## src/rtl/burst_pkg.sv

```systemverilog
package burst_pkg;

  // Burst fields of the mode word; bit 4 down to bit 0.
  typedef struct packed {
    logic       single_wr;  // [4] writes are single accesses
    logic       order_il;   // [3] 1 = interleaved ordering
    logic [2:0] len_code;   // [2:0] burst length code
  } mode_t;

  localparam int MODE_W = $bits(mode_t);

  localparam logic [2:0] LEN_1    = 3'b000;
  localparam logic [2:0] LEN_2    = 3'b001;
  localparam logic [2:0] LEN_4    = 3'b010;
  localparam logic [2:0] LEN_8    = 3'b011;
  localparam logic [2:0] LEN_PAGE = 3'b111;

endpackage

```

## src/rtl/burst_decode.sv

```systemverilog
module burst_decode
  import burst_pkg::*;
#(
  parameter int COL_W = 8
) (
  input  mode_t            mode,
  input  logic             is_write,
  output logic [COL_W-1:0] wrap_mask,
  output logic             full_page,
  output logic             reserved
);

  always_comb begin
    wrap_mask = '0;
    full_page = 1'b0;
    reserved  = 1'b0;
    case (mode.len_code)
      LEN_1:    wrap_mask = '0;
      LEN_2:    wrap_mask = COL_W'(1);
      LEN_4:    wrap_mask = COL_W'(3);
      LEN_8:    wrap_mask = COL_W'(7);
      LEN_PAGE: begin
        if (mode.order_il) begin
          reserved = 1'b1;
        end else begin
          full_page = 1'b1;
          wrap_mask = '1;
        end
      end
      default:  reserved = 1'b1;
    endcase
    // single-beat writes override the coded length
    if (mode.single_wr && is_write) begin
      wrap_mask = '0;
      full_page = 1'b0;
    end
  end

endmodule

```

## src/rtl/burst_seq.sv

```systemverilog
module burst_seq #(
  parameter int COL_W = 8
) (
  input  logic             clk,
  input  logic             rst,
  input  logic             start_i,
  input  logic [COL_W-1:0] col_i,
  input  logic [COL_W-1:0] mask_i,
  input  logic             full_i,
  input  logic             err_i,
  input  logic             inter_i,
  input  logic             abort_i,
  output logic [COL_W-1:0] col_o,
  output logic             valid_o,
  output logic             last_o,
  output logic             err_o
);

  logic [COL_W-1:0] base_q, mask_q, idx_q;
  logic             full_q, inter_q;
  logic [COL_W-1:0] idx_n, nxt_col;

  always_comb begin
    idx_n = idx_q + COL_W'(1);
    if (inter_q) nxt_col = base_q ^ (idx_n & mask_q);
    else         nxt_col = (base_q & ~mask_q) | ((base_q + idx_n) & mask_q);
  end

  always_ff @(posedge clk) begin
    if (rst) begin
      base_q  <= '0;
      mask_q  <= '0;
      idx_q   <= '0;
      full_q  <= 1'b0;
      inter_q <= 1'b0;
      col_o   <= '0;
      valid_o <= 1'b0;
      last_o  <= 1'b0;
      err_o   <= 1'b0;
    end else if (start_i) begin
      base_q  <= col_i;
      mask_q  <= mask_i;
      full_q  <= full_i;
      inter_q <= inter_i;
      idx_q   <= '0;
      col_o   <= col_i;
      valid_o <= 1'b1;
      last_o  <= !full_i && (mask_i == '0);
      err_o   <= err_i;
    end else if (valid_o && (abort_i || last_o)) begin
      valid_o <= 1'b0;
      last_o  <= 1'b0;
      err_o   <= 1'b0;
    end else if (valid_o) begin
      idx_q   <= idx_n;
      col_o   <= nxt_col;
      last_o  <= !full_q && (idx_n == mask_q);
    end
  end


  last_has_valid_chk: assert property (@(posedge clk) disable iff (rst)
    last_o |-> valid_o);


  ends_after_last_chk: assert property (@(posedge clk) disable iff (rst)
    (valid_o && last_o && !start_i) |=> !valid_o);


  abort_stops_chk: assert property (@(posedge clk) disable iff (rst)
    (valid_o && abort_i && !start_i) |=> (!valid_o && !last_o && !err_o));


  first_beat_chk: assert property (@(posedge clk) disable iff (rst)
    start_i |=> (valid_o && col_o == $past(col_i)));


  err_single_chk: assert property (@(posedge clk) disable iff (rst)
    err_o |-> (valid_o && last_o));


  block_fixed_chk: assert property (@(posedge clk) disable iff (rst)
    (valid_o && !last_o && !abort_i && !start_i && !inter_q)
      |=> ((col_o & ~mask_q) == $past(col_o & ~mask_q)));

endmodule

```

## src/rtl/burst_colgen.sv

```systemverilog
module burst_colgen
  import burst_pkg::*;
#(
  parameter int COL_W = 8
) (
  input  logic             clk,
  input  logic             rst,
  input  logic             start_i,
  input  logic             is_write_i,
  input  logic [4:0]       mode_i,
  input  logic [COL_W-1:0] col_i,
  input  logic             abort_i,
  output logic [COL_W-1:0] col_o,
  output logic             valid_o,
  output logic             last_o,
  output logic             err_o
);

  mode_t            mode;
  logic [COL_W-1:0] wrap_mask;
  logic             full_page, reserved;

  assign mode = mode_t'(mode_i);

  burst_decode #(.COL_W(COL_W)) u_dec (
    .mode      (mode),
    .is_write  (is_write_i),
    .wrap_mask (wrap_mask),
    .full_page (full_page),
    .reserved  (reserved)
  );

  burst_seq #(.COL_W(COL_W)) u_seq (
    .clk     (clk),
    .rst     (rst),
    .start_i (start_i),
    .col_i   (col_i),
    .mask_i  (wrap_mask),
    .full_i  (full_page),
    .err_i   (reserved),
    .inter_i (mode.order_il),
    .abort_i (abort_i),
    .col_o   (col_o),
    .valid_o (valid_o),
    .last_o  (last_o),
    .err_o   (err_o)
  );

endmodule

```

## config.mk

```make
export PLATFORM = sky130hd
export DESIGN_NAME = burst_colgen
export DESIGN_NICKNAME = d
export VERILOG_FILES = /design/src/rtl/burst_pkg.sv /design/src/rtl/burst_decode.sv /design/src/rtl/burst_seq.sv /design/src/rtl/burst_colgen.sv
export SDC_FILE = /design/constraint.sdc
export NUM_CORES = 1
export LEC_CHECK = 0
export BUFFER_PORTS_ARGS = -buffer_cell sky130_fd_sc_hd__buf_2
export CAP_MARGIN = 20
export CORE_MARGIN = 4
export CORE_UTILIZATION = 58
export DETAILED_ROUTE_END_ITERATION = 8
export GPL_TIMING_DRIVEN = 0
export PLACE_DENSITY_LB_ADDON = 0.25
export SLEW_MARGIN = 10
export SYNTH_ARGS = -nofsm -noshare
export SYNTH_HDL_FRONTEND = slang
export SYNTH_HIERARCHICAL = 1
export SYNTH_SLANG_ARGS = --single-unit
```

## constraint.sdc

```tcl
create_clock -name clk -period 2.6 [get_ports clk]
set_input_delay 0.39 -clock clk [delete_from_list [all_inputs] [get_ports clk]]
set_output_delay 0.39 -clock clk [all_outputs]
set_load 0.05 [all_outputs]
```

==> results of run 1 <==
==> critical path, stage by stage, from the launching register on <==
cell and delay, ns:
dfxtp_2 0.39, nand3_2 0.17, inv_1 0.09, nand3_1 0.15
xnor2_2 0.27, ha_1 0.26, or4_1 0.54, nor3_1 0.15
a31oi_1 0.11, nor3_1 0.20
==> flip-flops by register name (all words and copies together) (netlist names) <==
register	count
u_seq/full_q	1
u_seq/valid_o	1
u_seq/last_o	1
u_seq/idx_q	8
u_seq/mask_q	8
u_seq/err_o	1
u_seq/col_o	8
u_seq/inter_q	1
u_seq/base_q	8
==> power by group <==
part	total, mW	internal [mW]	switching, mW
combinational	0.211	0.0766	0.134
clock	0.403	0.210	0.192
sequential	0.609	0.590	0.0191
total	1.22	0.876	0.346
==> layout make-up <==
cell class / count / area [sq um]
inverters: 6 / 22.5
clock buffers: 7 / 86.3
multi-input cells: 209 / 1440
plain buffers: 16 / 76.3
well taps: 48 / 60.1
repair buffers: 30 / 155
flip-flops and latches: 37 / 744
fillers: 302 / 1130
==> cells in the final DEF (no fill, tap or decap), types with 2 or more instances in the layout <==
master,instances
nor2_1,38
clkbuf_8,6
nor4b_1,2
nand3_1,7
o21ai_0,11
buf_4,6
xor2_1,6
dfxtp_1,34
nand3_2,2
o22ai_1,2
a211oi_1,6
a31oi_1,4
a311oi_1,4
a21oi_1,17
a21o_1,2
buf_1,4
inv_1,6
and2_1,2
dfxtp_2,3
a22oi_1,2
nand2b_1,3
mux2i_1,16
xnor2_1,11
nor2b_1,5
and3_1,4
or3_1,2
ha_1,16
buf_2,29
o21bai_1,2
clkbuf_1,8
nand2_1,18
nor3_1,7
==> metrics by stage <==
stage / cells / utilization [%] / setup TNS (ns)
after floorplan: 268 / - / 0
after global placement: 344 / 66.0 / -0.0276
after detailed placement: 344 / 66.0 / -0.0404
after CTS: 352 / 68.7 / 0
after global routing: 353 / 69.6 / -0.0124
final: 353 / 69.6 / 0
==> layer usage <==
metal,GRT usage [%],vias to the layer above
met4,8.30,0
met2,36.1,67
met1,29.5,924
met3,5.32,8
li1,-,1018
met5,0,-
==> cell families after synthesis <==
kind of cell	count (synthesis)	share of synthesized area [%]
compound gates	57	15.8
flops	37	32.9
buf+inv	22	4.39
mux	17	7.61
xor+xnor	19	7.72
fa+ha+maj	18	10.3
simple gates	98	21.2
==> timing repair <==
action | CTS | global route
endpoints found under the setup margin | 1 | 3
setup buffers | 1 | 1
gates resized for setup | 1 | 8
pin swaps | 0 | 2
==> final timing paths <==
check,end,start
max reg2reg,u_seq/last_o,u_seq/idx_q[2]
min,u_seq/col_o[1],col_i[1]
min reg2reg,u_seq/idx_q[1],u_seq/idx_q[1]
max,u_seq/last_o,u_seq/idx_q[2]
==> results.yml, run 1 <==
sta:
  holdWs_ns: 0.352
  skew_ns: 0.00646
  min_period_ns: 2.41
  timing.final.ws_setup_ns: 0.186
  worst_pin_slew_ns: 0.616
  hold_viol_final: 0
  fin_crit_sh_pct: 92.9
  setup-violations-final: 0
  maxClockFrequency_mhz: 414
  finalMaxSlewViolations: 0
  max-slew-margin-rel_pct: 58.9
routing:
  wl_met1_mm: 2.29
  wl_met3_um: 425
  dr.pass1.iters: 4
  drc_errors: 0
  antenna_left: 0
  detail_route.vias_per_cell: 5.71
  drtIter0Drc: 132
  dr_total_vias: 2017
  wl_met2_mm: 2.48
  highest_layer: "met4"
  wire_per_inst_um: 15.0
  wl_mm: 5.29
synthesis:
  synth.distinct_cells: 46
  synth_seq_area_share_pct: 32.9
  synth_seq_cells: 37
  netlist_area_sq_um: 2250
  synth_top_area_share_pct: 32.9
  synth_edf_count: 0
  synthCells: 268
  avgSynthCellArea_sq_um: 8.40
  synth_ff_type: "dfxtp_1"
  async_flop_share_pct: 0
  synth_top_cells_by_count: "nor2_1, dfxtp_1, a21oi_1, nand2_1, ha_1"
  yosysWarningCount: 6
  synth_top_area_cell: "dfxtp_1"
  synthesis.nets: 304
  yosys-top-cells-area: "dfxtp_1, ha_1, mux2i_1"
  synth.most_common_cell: "nor2_1"
clocking:
  cts-buffers-inserted: 5
  cts_max_path_buffers: 2
  clock_latency_ns: 0.29
  clock-sinks: 37
  htreeDepth: 2
  tritoncts: "built"
  ctsHoldBuffers: 0
  path_clk_slew_ns: 0.07
  root_buffer: "clkbuf_8"
die:
  fp.dieH_um: 70.3
  chipWidth_um: 70.3
  initial_core_util_pct: 60.6
  rows: 22
  io_pins: 29
  coreArea_sq_um: 3720
  die_area_sq_um: 4940
power:
  finalPower_mw: 1.22
  powerDensity_nw_per_um2: 473
  ir_drop_mv: 0.294
  leakage_nw: 1.17
place:
  gp_congestion: 0.838
  dpl_cell_area_sq_um: 2450
  port_buffers: 28
  dp_hpwl_mm: 3.92
  pre_cts_ws_ns: -0.0404
cells_and_area:
  final_layout_size_suffix_gt1_share_pct: 18.0
  fin_area_sq_um: 2590
  num_antenna_cells: 0
  area_growth_pct: 14.8
  final_nets: 341
critical_path:
  reg2regPathDepth: 9
  cp_max_fo: 5
  reg2reg_slack_ns: 0.19
  worst_setup_path_end_kind: "flop"
  startpoint_type: "flop"
  worstSetupPathType: "reg2reg"
  worst_ep_arrival_time_ns: 2.61
  crit_required_ns: 2.80
grt:
  grt_max_degree: 11
  overflow: 0
  grt_pass1_wl_mm: 8.90
  grt_pass1_vias: 1886
  antenna_found_initial: 0
  grt_use_total_pct: 22.6
min_path:
  hold_class: "in2reg"
  hold_path_depth: 3
job:
  max_cap_violations: 0
outcome:
  outcome: "finished clean"
Note: power is estimated with default switching activity, not from simulation.
==> inputs of run 2 (changes only) <==
--- a/config.mk
+++ b/config.mk
@@ -8,7 +8,7 @@
 export BUFFER_PORTS_ARGS = -buffer_cell sky130_fd_sc_hd__buf_2
 export CAP_MARGIN = 20
 export CORE_MARGIN = 4
-export CORE_UTILIZATION = 58
+export CORE_UTILIZATION = 25
 export DETAILED_ROUTE_END_ITERATION = 8
 export GPL_TIMING_DRIVEN = 0
 export PLACE_DENSITY_LB_ADDON = 0.25
==> run 2 against run 1 <==
  * Register-to-register slack got worse by 0.03 ns
  * Combinational power hardly changed
  * Clock power is 6.0% higher
  * Total power grew 2.2%
  * Sequential power hardly changed
  * Cell count increased by 17%
  * Maximum frequency decreased by 1.1%
  * Utilization decreased by 39 points
  * Largest cell class unchanged
  * Cell area up 4.2%
==> results.yml, run 2 (synthesized netlist as in run 1, its figures left out) <==
outcome:
  outcome: "finished clean"
grt:
  busiest_layer: "met2"
  grtUsageMet3_pct: 2.71
  grt_use_total_pct: 12.4
  antenna_found_initial: 0
  use_met1_pct: 17.9
  grt_pass1_vias: 1923
  overflow: 0
  grt_max_degree: 12
  use_met2_pct: 18.5
  grt_pass1_wl_mm: 10.0
routing:
  detail_route.vias_per_cell: 4.83
  wl_mm: 6.19
  wire_per_inst_um: 15.0
  drtIter0Drc: 61
  antenna_left: 0
  dr.pass1.iters: 4
  dr_total_vias: 1991
  drc_errors: 0
place:
  port_buffers: 28
  post-place-cells: 404
  pre_cts_ws_ns: -0.0830
  dp_hpwl_mm: 4.58
  gp_congestion: 0.800
sta:
  skew_ns: 0.00848
  min_period_ns: 2.44
  worst_pin_slew_ns: 0.659
  setup-violations-final: 0
  maxClockFrequency_mhz: 410
  finalMaxSlewViolations: 0
  max-slew-margin-rel_pct: 56.1
  timing.final.ws_setup_ns: 0.158
  hold_viol_final: 0
  fin_crit_sh_pct: 93.9
cells_and_area:
  layout_common_cells: "nor2_1, dfxtp_1, buf_2, nand2_1, a21oi_1"
  utilization_pct: 30.8
  instances_no_fill: 412
  area_growth_pct: 19.7
  final_nets: 340
  final_layout_size_suffix_gt1_share_pct: 19.1
  num_antenna_cells: 0
  layout_commonest_cell: "nor2_1"
die:
  fp.dieH_um: 103
  initial_core_util_pct: 25.7
  coreArea_sq_um: 8760
  chipWidth_um: 103
  die_area_sq_um: 10600
  io_pins: 29
  rows: 34
critical_path:
  crit_buf_inv: 0
  crit_required_ns: 2.81
  reg2reg_slack_ns: 0.16
  cp_max_fo: 5
  path_cells: "ha_4 > nand3_4 > nor2_4 > xor2_2 > ha_1 > a21oi_2 > nand2_1 > o21ai_0 > xnor2_1 > a31oi_1 > xor2_1 > o31ai_1"
  crit_family: "compound AO/OA/AOI/OAI gates"
  r2r-end: "u_seq/col_o[7]"
  reg2regPathDepth: 12
  startpoint_type: "flop"
  worstSetupPathType: "reg2reg"
  critPathMaxStageDelay_ns: 0.41
  worst_ep_arrival_time_ns: 2.65
  r2r_start: "u_seq/idx_q[0]"
  crit_path_top_delay_cell: "dfxtp_2"
  worst_setup_path_end_kind: "flop"
min_path:
  hold_path_depth: 3
  holdPathEnd: "u_seq/col_o[2]"
  hold_class: "in2reg"
  min-delay-start: "col_i[2]"
job:
  max_cap_violations: 0
clocking:
  clock-sinks: 37
  clock_latency_ns: 0.29
  cts_max_path_buffers: 2
  tritoncts: "built"
  ctsHoldBuffers: 0
  cts-buffers-inserted: 5
  root_buffer: "clkbuf_8"
  htreeDepth: 2
  path_clk_slew_ns: 0.08
power:
  ir_drop_mv: 0.191
  finalPower_mw: 1.25
  leakage_nw: 1.17
  powerDensity_nw_per_um2: 463
==> run 2: cell count changes in the layout (fill, tap and decap cells not counted), moves of 2 or more <==
cell,delta
xor2_1,-2
nand3_4,+2
nand3_2,-2
xor2_2,+2
==> run 2: through the flow <==
stage / hold WS [ns] / setup TNS [ns] / instance area, sq um
2_1_floorplan: 0.455 / 0 / 2250
3_3_place_gp: 0.479 / -0.0835 / 2530
3_5_place_dp: 0.494 / -0.0830 / 2530
4_1_cts: 0.337 / 0 / 2630
5_1_grt: 0.343 / -0.0286 / 2700
6_report: 0.344 / 0 / 2700
==> run 2: timing repair <==
action / CTS / global route
endpoints found under the setup margin: 1 / 3
cloned: 0 / 0
setup buffers: 1 / 0
resized for setup: 3 / 11
pin swaps: 0 / 1
==> run 2: tightest hold or removal path: cells and delay by family <==
kind                   cells  cell delay [ns]
and+or+nand+nor            1             0.07
AOI/OAI and AO/OA          1             0.06
buffers and inverters      1             0.09
==> run 2: area by class of cell <==
| class | instances | area, sq um |
|---|---|---|
| inverter | 6 | 22.5 |
| multi-input combinational | 209 | 1480 |
| fill | 953 | 6070 |
| clock buffer | 6 | 82.6 |
| sequential | 37 | 744 |
| tap | 108 | 135 |
| timing repair buffer | 29 | 148 |
| clock inverter | 1 | 7.51 |
| buffer | 16 | 76.3 |
==> run 2: per-layer routing <==
layer | up-vias | routed length [um]
li1 | 1008 | -
met5 | - | 0
met2 | 36 | 2730
met4 | 0 | 62
met3 | 7 | 299
met1 | 940 | 3100
==> run 2: worst max path at each step <==
| stage | from | end | slack (ns) | cells after the start |
|---|---|---|---|---|
| floorplan | u_seq/idx_q[0] | u_seq/col_o[7] | 0.22 | 12 |
| global placement | u_seq/idx_q[0] | u_seq/col_o[7] | -0.08 | 12 |
| detailed placement | u_seq/idx_q[0] | u_seq/col_o[7] | -0.08 | 12 |
| CTS | u_seq/idx_q[1] | u_seq/col_o[7] | 0.05 | 12 |
| global route | u_seq/idx_q[0] | u_seq/col_o[7] | -0.03 | 12 |
| finish | u_seq/idx_q[0] | u_seq/col_o[7] | 0.16 | 12 |
==> run 2: power breakdown <==
group	internal [mW]	switching [mW]	leakage [nW]
Combinational	0.0757	0.137	0.820
Clock	0.210	0.217	0.0433
Sequential	0.589	0.0202	0.304
Total	0.875	0.374	1.17
==> inputs of run 3 (changes only) <==
--- a/config.mk
+++ b/config.mk
@@ -7,6 +7,9 @@
 export LEC_CHECK = 0
 export BUFFER_PORTS_ARGS = -buffer_cell sky130_fd_sc_hd__buf_2
 export CAP_MARGIN = 20
+export CELL_PAD_IN_SITES_DETAIL_PLACEMENT = 1
+export CELL_PAD_IN_SITES_GLOBAL_PLACEMENT = 1
+export CORE_ASPECT_RATIO = 1.2
 export CORE_MARGIN = 4
 export CORE_UTILIZATION = 25
 export DETAILED_ROUTE_END_ITERATION = 8
==> run 3 against run 2 <==
  * Cell area rose by 1.1%
  * Highest routed layer unchanged
  * Cell count rose by 2.4%
  * Sequential power hardly changed
  * Critical path type unchanged
  * Register-to-register slack got worse by 0.02 ns
  * Total power grew 8.7%
  * Largest cell class unchanged
  * Hold slack about the same
  * Sequential share of layout area down 0.29 points
  * Clock power increased by 25%
  * Critical path depth unchanged
==> results.yml, run 3 (synthesized netlist as in run 1, its figures left out) <==
die:
  coreArea_sq_um: 8700
  initial_core_util_pct: 25.9
  io_pins: 29
  fp.dieH_um: 112
  chipWidth_um: 94.6
  rows: 37
  die_area_sq_um: 10600
critical_path:
  crit_required_ns: 2.81
  worst_setup_path_end_kind: "flop"
  worstSetupPathType: "reg2reg"
  reg2reg_slack_ns: 0.14
  startpoint: "u_seq/idx_q[0]"
  r2r_start: "u_seq/idx_q[0]"
  startpoint_type: "flop"
  worst_ep_arrival_time_ns: 2.67
  r2r-end: "u_seq/col_o[7]"
  cp_max_fo: 5
  crit_end: "u_seq/col_o[7]"
  reg2regPathDepth: 12
cells_and_area:
  final_layout_size_suffix_gt1_share_pct: 19.0
  multi_input_area_sq_um: 1470
  layout_common_cells: "nor2_1, dfxtp_1, buf_2, nand2_1, a21oi_1"
  instances_no_fill: 422
  register_area_sq_um: 744
  layout_commonest_cell: "nor2_1"
  fin_area_sq_um: 2720
  area_growth_pct: 20.9
  final_nets: 340
  num_antenna_cells: 0
  nFillCells: 1081
place:
  post-place-cells: 413
  gp_congestion: 0.741
  dp_hpwl_mm: 5.17
  port_buffers: 28
  dpl_cell_area_sq_um: 2540
sta:
  hold_viol_final: 0
  finalMaxSlewViolations: 0
  skew_ns: 0.00878
  fin_crit_sh_pct: 94.6
  max-slew-margin-rel_pct: 52.9
  min_period_ns: 2.46
  worst_pin_slew_ns: 0.706
  holdWs_ns: 0.344
  setup-violations-final: 0
  rsz0062_at_grt: "true"
  maxClockFrequency_mhz: 407
power:
  combPwrFrac_pct: 15.9
  finalPower_mw: 1.36
  powerDensity_nw_per_um2: 499
  ir_drop_mv: 0.141
  clockPowerShare_pct: 39.2
  switchingPower_mw: 0.379
  leakage_nw: 1.18
  switching_share_pct: 27.9
  p_int_mw: 0.979
  power_frac_seq_pct: 44.9
clocking:
  clock-sinks: 37
  htreeDepth: 2
  path_clk_slew_ns: 0.08
  root_buffer: "clkbuf_8"
  cts-buffers-inserted: 5
  tritoncts: "built"
  ctsHoldBuffers: 0
  cts_max_path_buffers: 2
  clock_latency_ns: 0.29
grt:
  overflow: 0
  antenna_found_initial: 0
  grt_pass1_wl_mm: 10.9
  grt_max_degree: 12
  grt_pass1_vias: 2069
  grt_use_total_pct: 13.2
outcome:
  outcome: "finished clean"
routing:
  drtIter0Drc: 53
  dr_total_vias: 1997
  dr.pass1.iters: 4
  antenna_left: 0
  detail_route.vias_per_cell: 4.73
  wire_per_inst_um: 15.8
  drc_errors: 0
  wl_mm: 6.69
job:
  max_cap_violations: 0
min_path:
  hold_class: "in2reg"
run 3: cell count changes in the layout (fill, tap and decap cells not counted), sizes merged:
cell	delta
bufinv	+1
clkinvlp	-1
clkbuf	+1
run 3: through the flow:
step	TNS (ns)	worst slack, ns	utilization (%)
2_1_floorplan	0	0.218	-
3_3_place_gp	-0.281	-0.281	29.2
3_5_place_dp	-0.263	-0.263	29.2
4_1_cts	0	0.0103	30.7
5_1_grt	-0.0999	-0.0684	31.3
6_report	0	0.142	31.3
run 3: routing by layer:
layer	vias to the layer above	wire length [um]	GRT usage, %
li1	1012	-	-
met1	954	3080	16.7
met2	24	3360	22.4
met3	7	152	2.03
met4	0	97	4.72
met5	-	0	0
run 3: what timing repair did:
item | in CTS | in global routing
setup endpoints to repair | 1 | 4
buffers inserted | 1 | 0
pin swaps | 1 | 1
gates resized for setup | 5 | 8
run 3: critical path, cell delays in order, from the launching register on:
cell	delay [ns]
dfxtp_2	0.38
ha_2	0.22
nand3_2	0.17
nor2_4	0.19
xor2_4	0.21
ha_4	0.24
a21oi_2	0.14
nand2_1	0.06
o21ai_1	0.14
xnor2_1	0.14
a31oi_1	0.12
xor2_1	0.16
o31ai_1	0.20
run 3: worst min-delay path by stage:
stage | depth (start not counted) | endpoint | slack (ns) | start
2_1_floorplan | 1 | u_seq/col_o[6] | 0.46 | u_seq/mask_q[6]
3_3_place_gp | 2 | u_seq/idx_q[1] | 0.48 | u_seq/idx_q[1]
3_5_place_dp | 2 | u_seq/idx_q[1] | 0.49 | u_seq/idx_q[1]
4_1_cts | 3 | u_seq/col_o[0] | 0.34 | col_i[0]
5_1_grt | 3 | u_seq/base_q[0] | 0.36 | col_i[0]
6_report | 3 | u_seq/col_o[0] | 0.34 | col_i[0]
run 3: area by class of cell:
cell class,count,area share [%]
buffer,16,2.80
clock buffer,7,3.17
clock inverter,1,1.10
inverter,6,0.827
multi-input combinational,209,54.0
sequential,37,27.3
tap,117,5.37
timing repair buffer,29,5.42
run 3: power by group through the flow:
stage                     combinational (mW)  clock (mW)  sequential [mW]
final                                  0.216       0.533            0.609
after CTS                              0.217       0.552            0.610
after detailed placement               0.217           0            0.623
after global placement                 0.214           0            0.622
after global routing                   0.236       0.578            0.613
after floorplan                        0.112           0            0.655
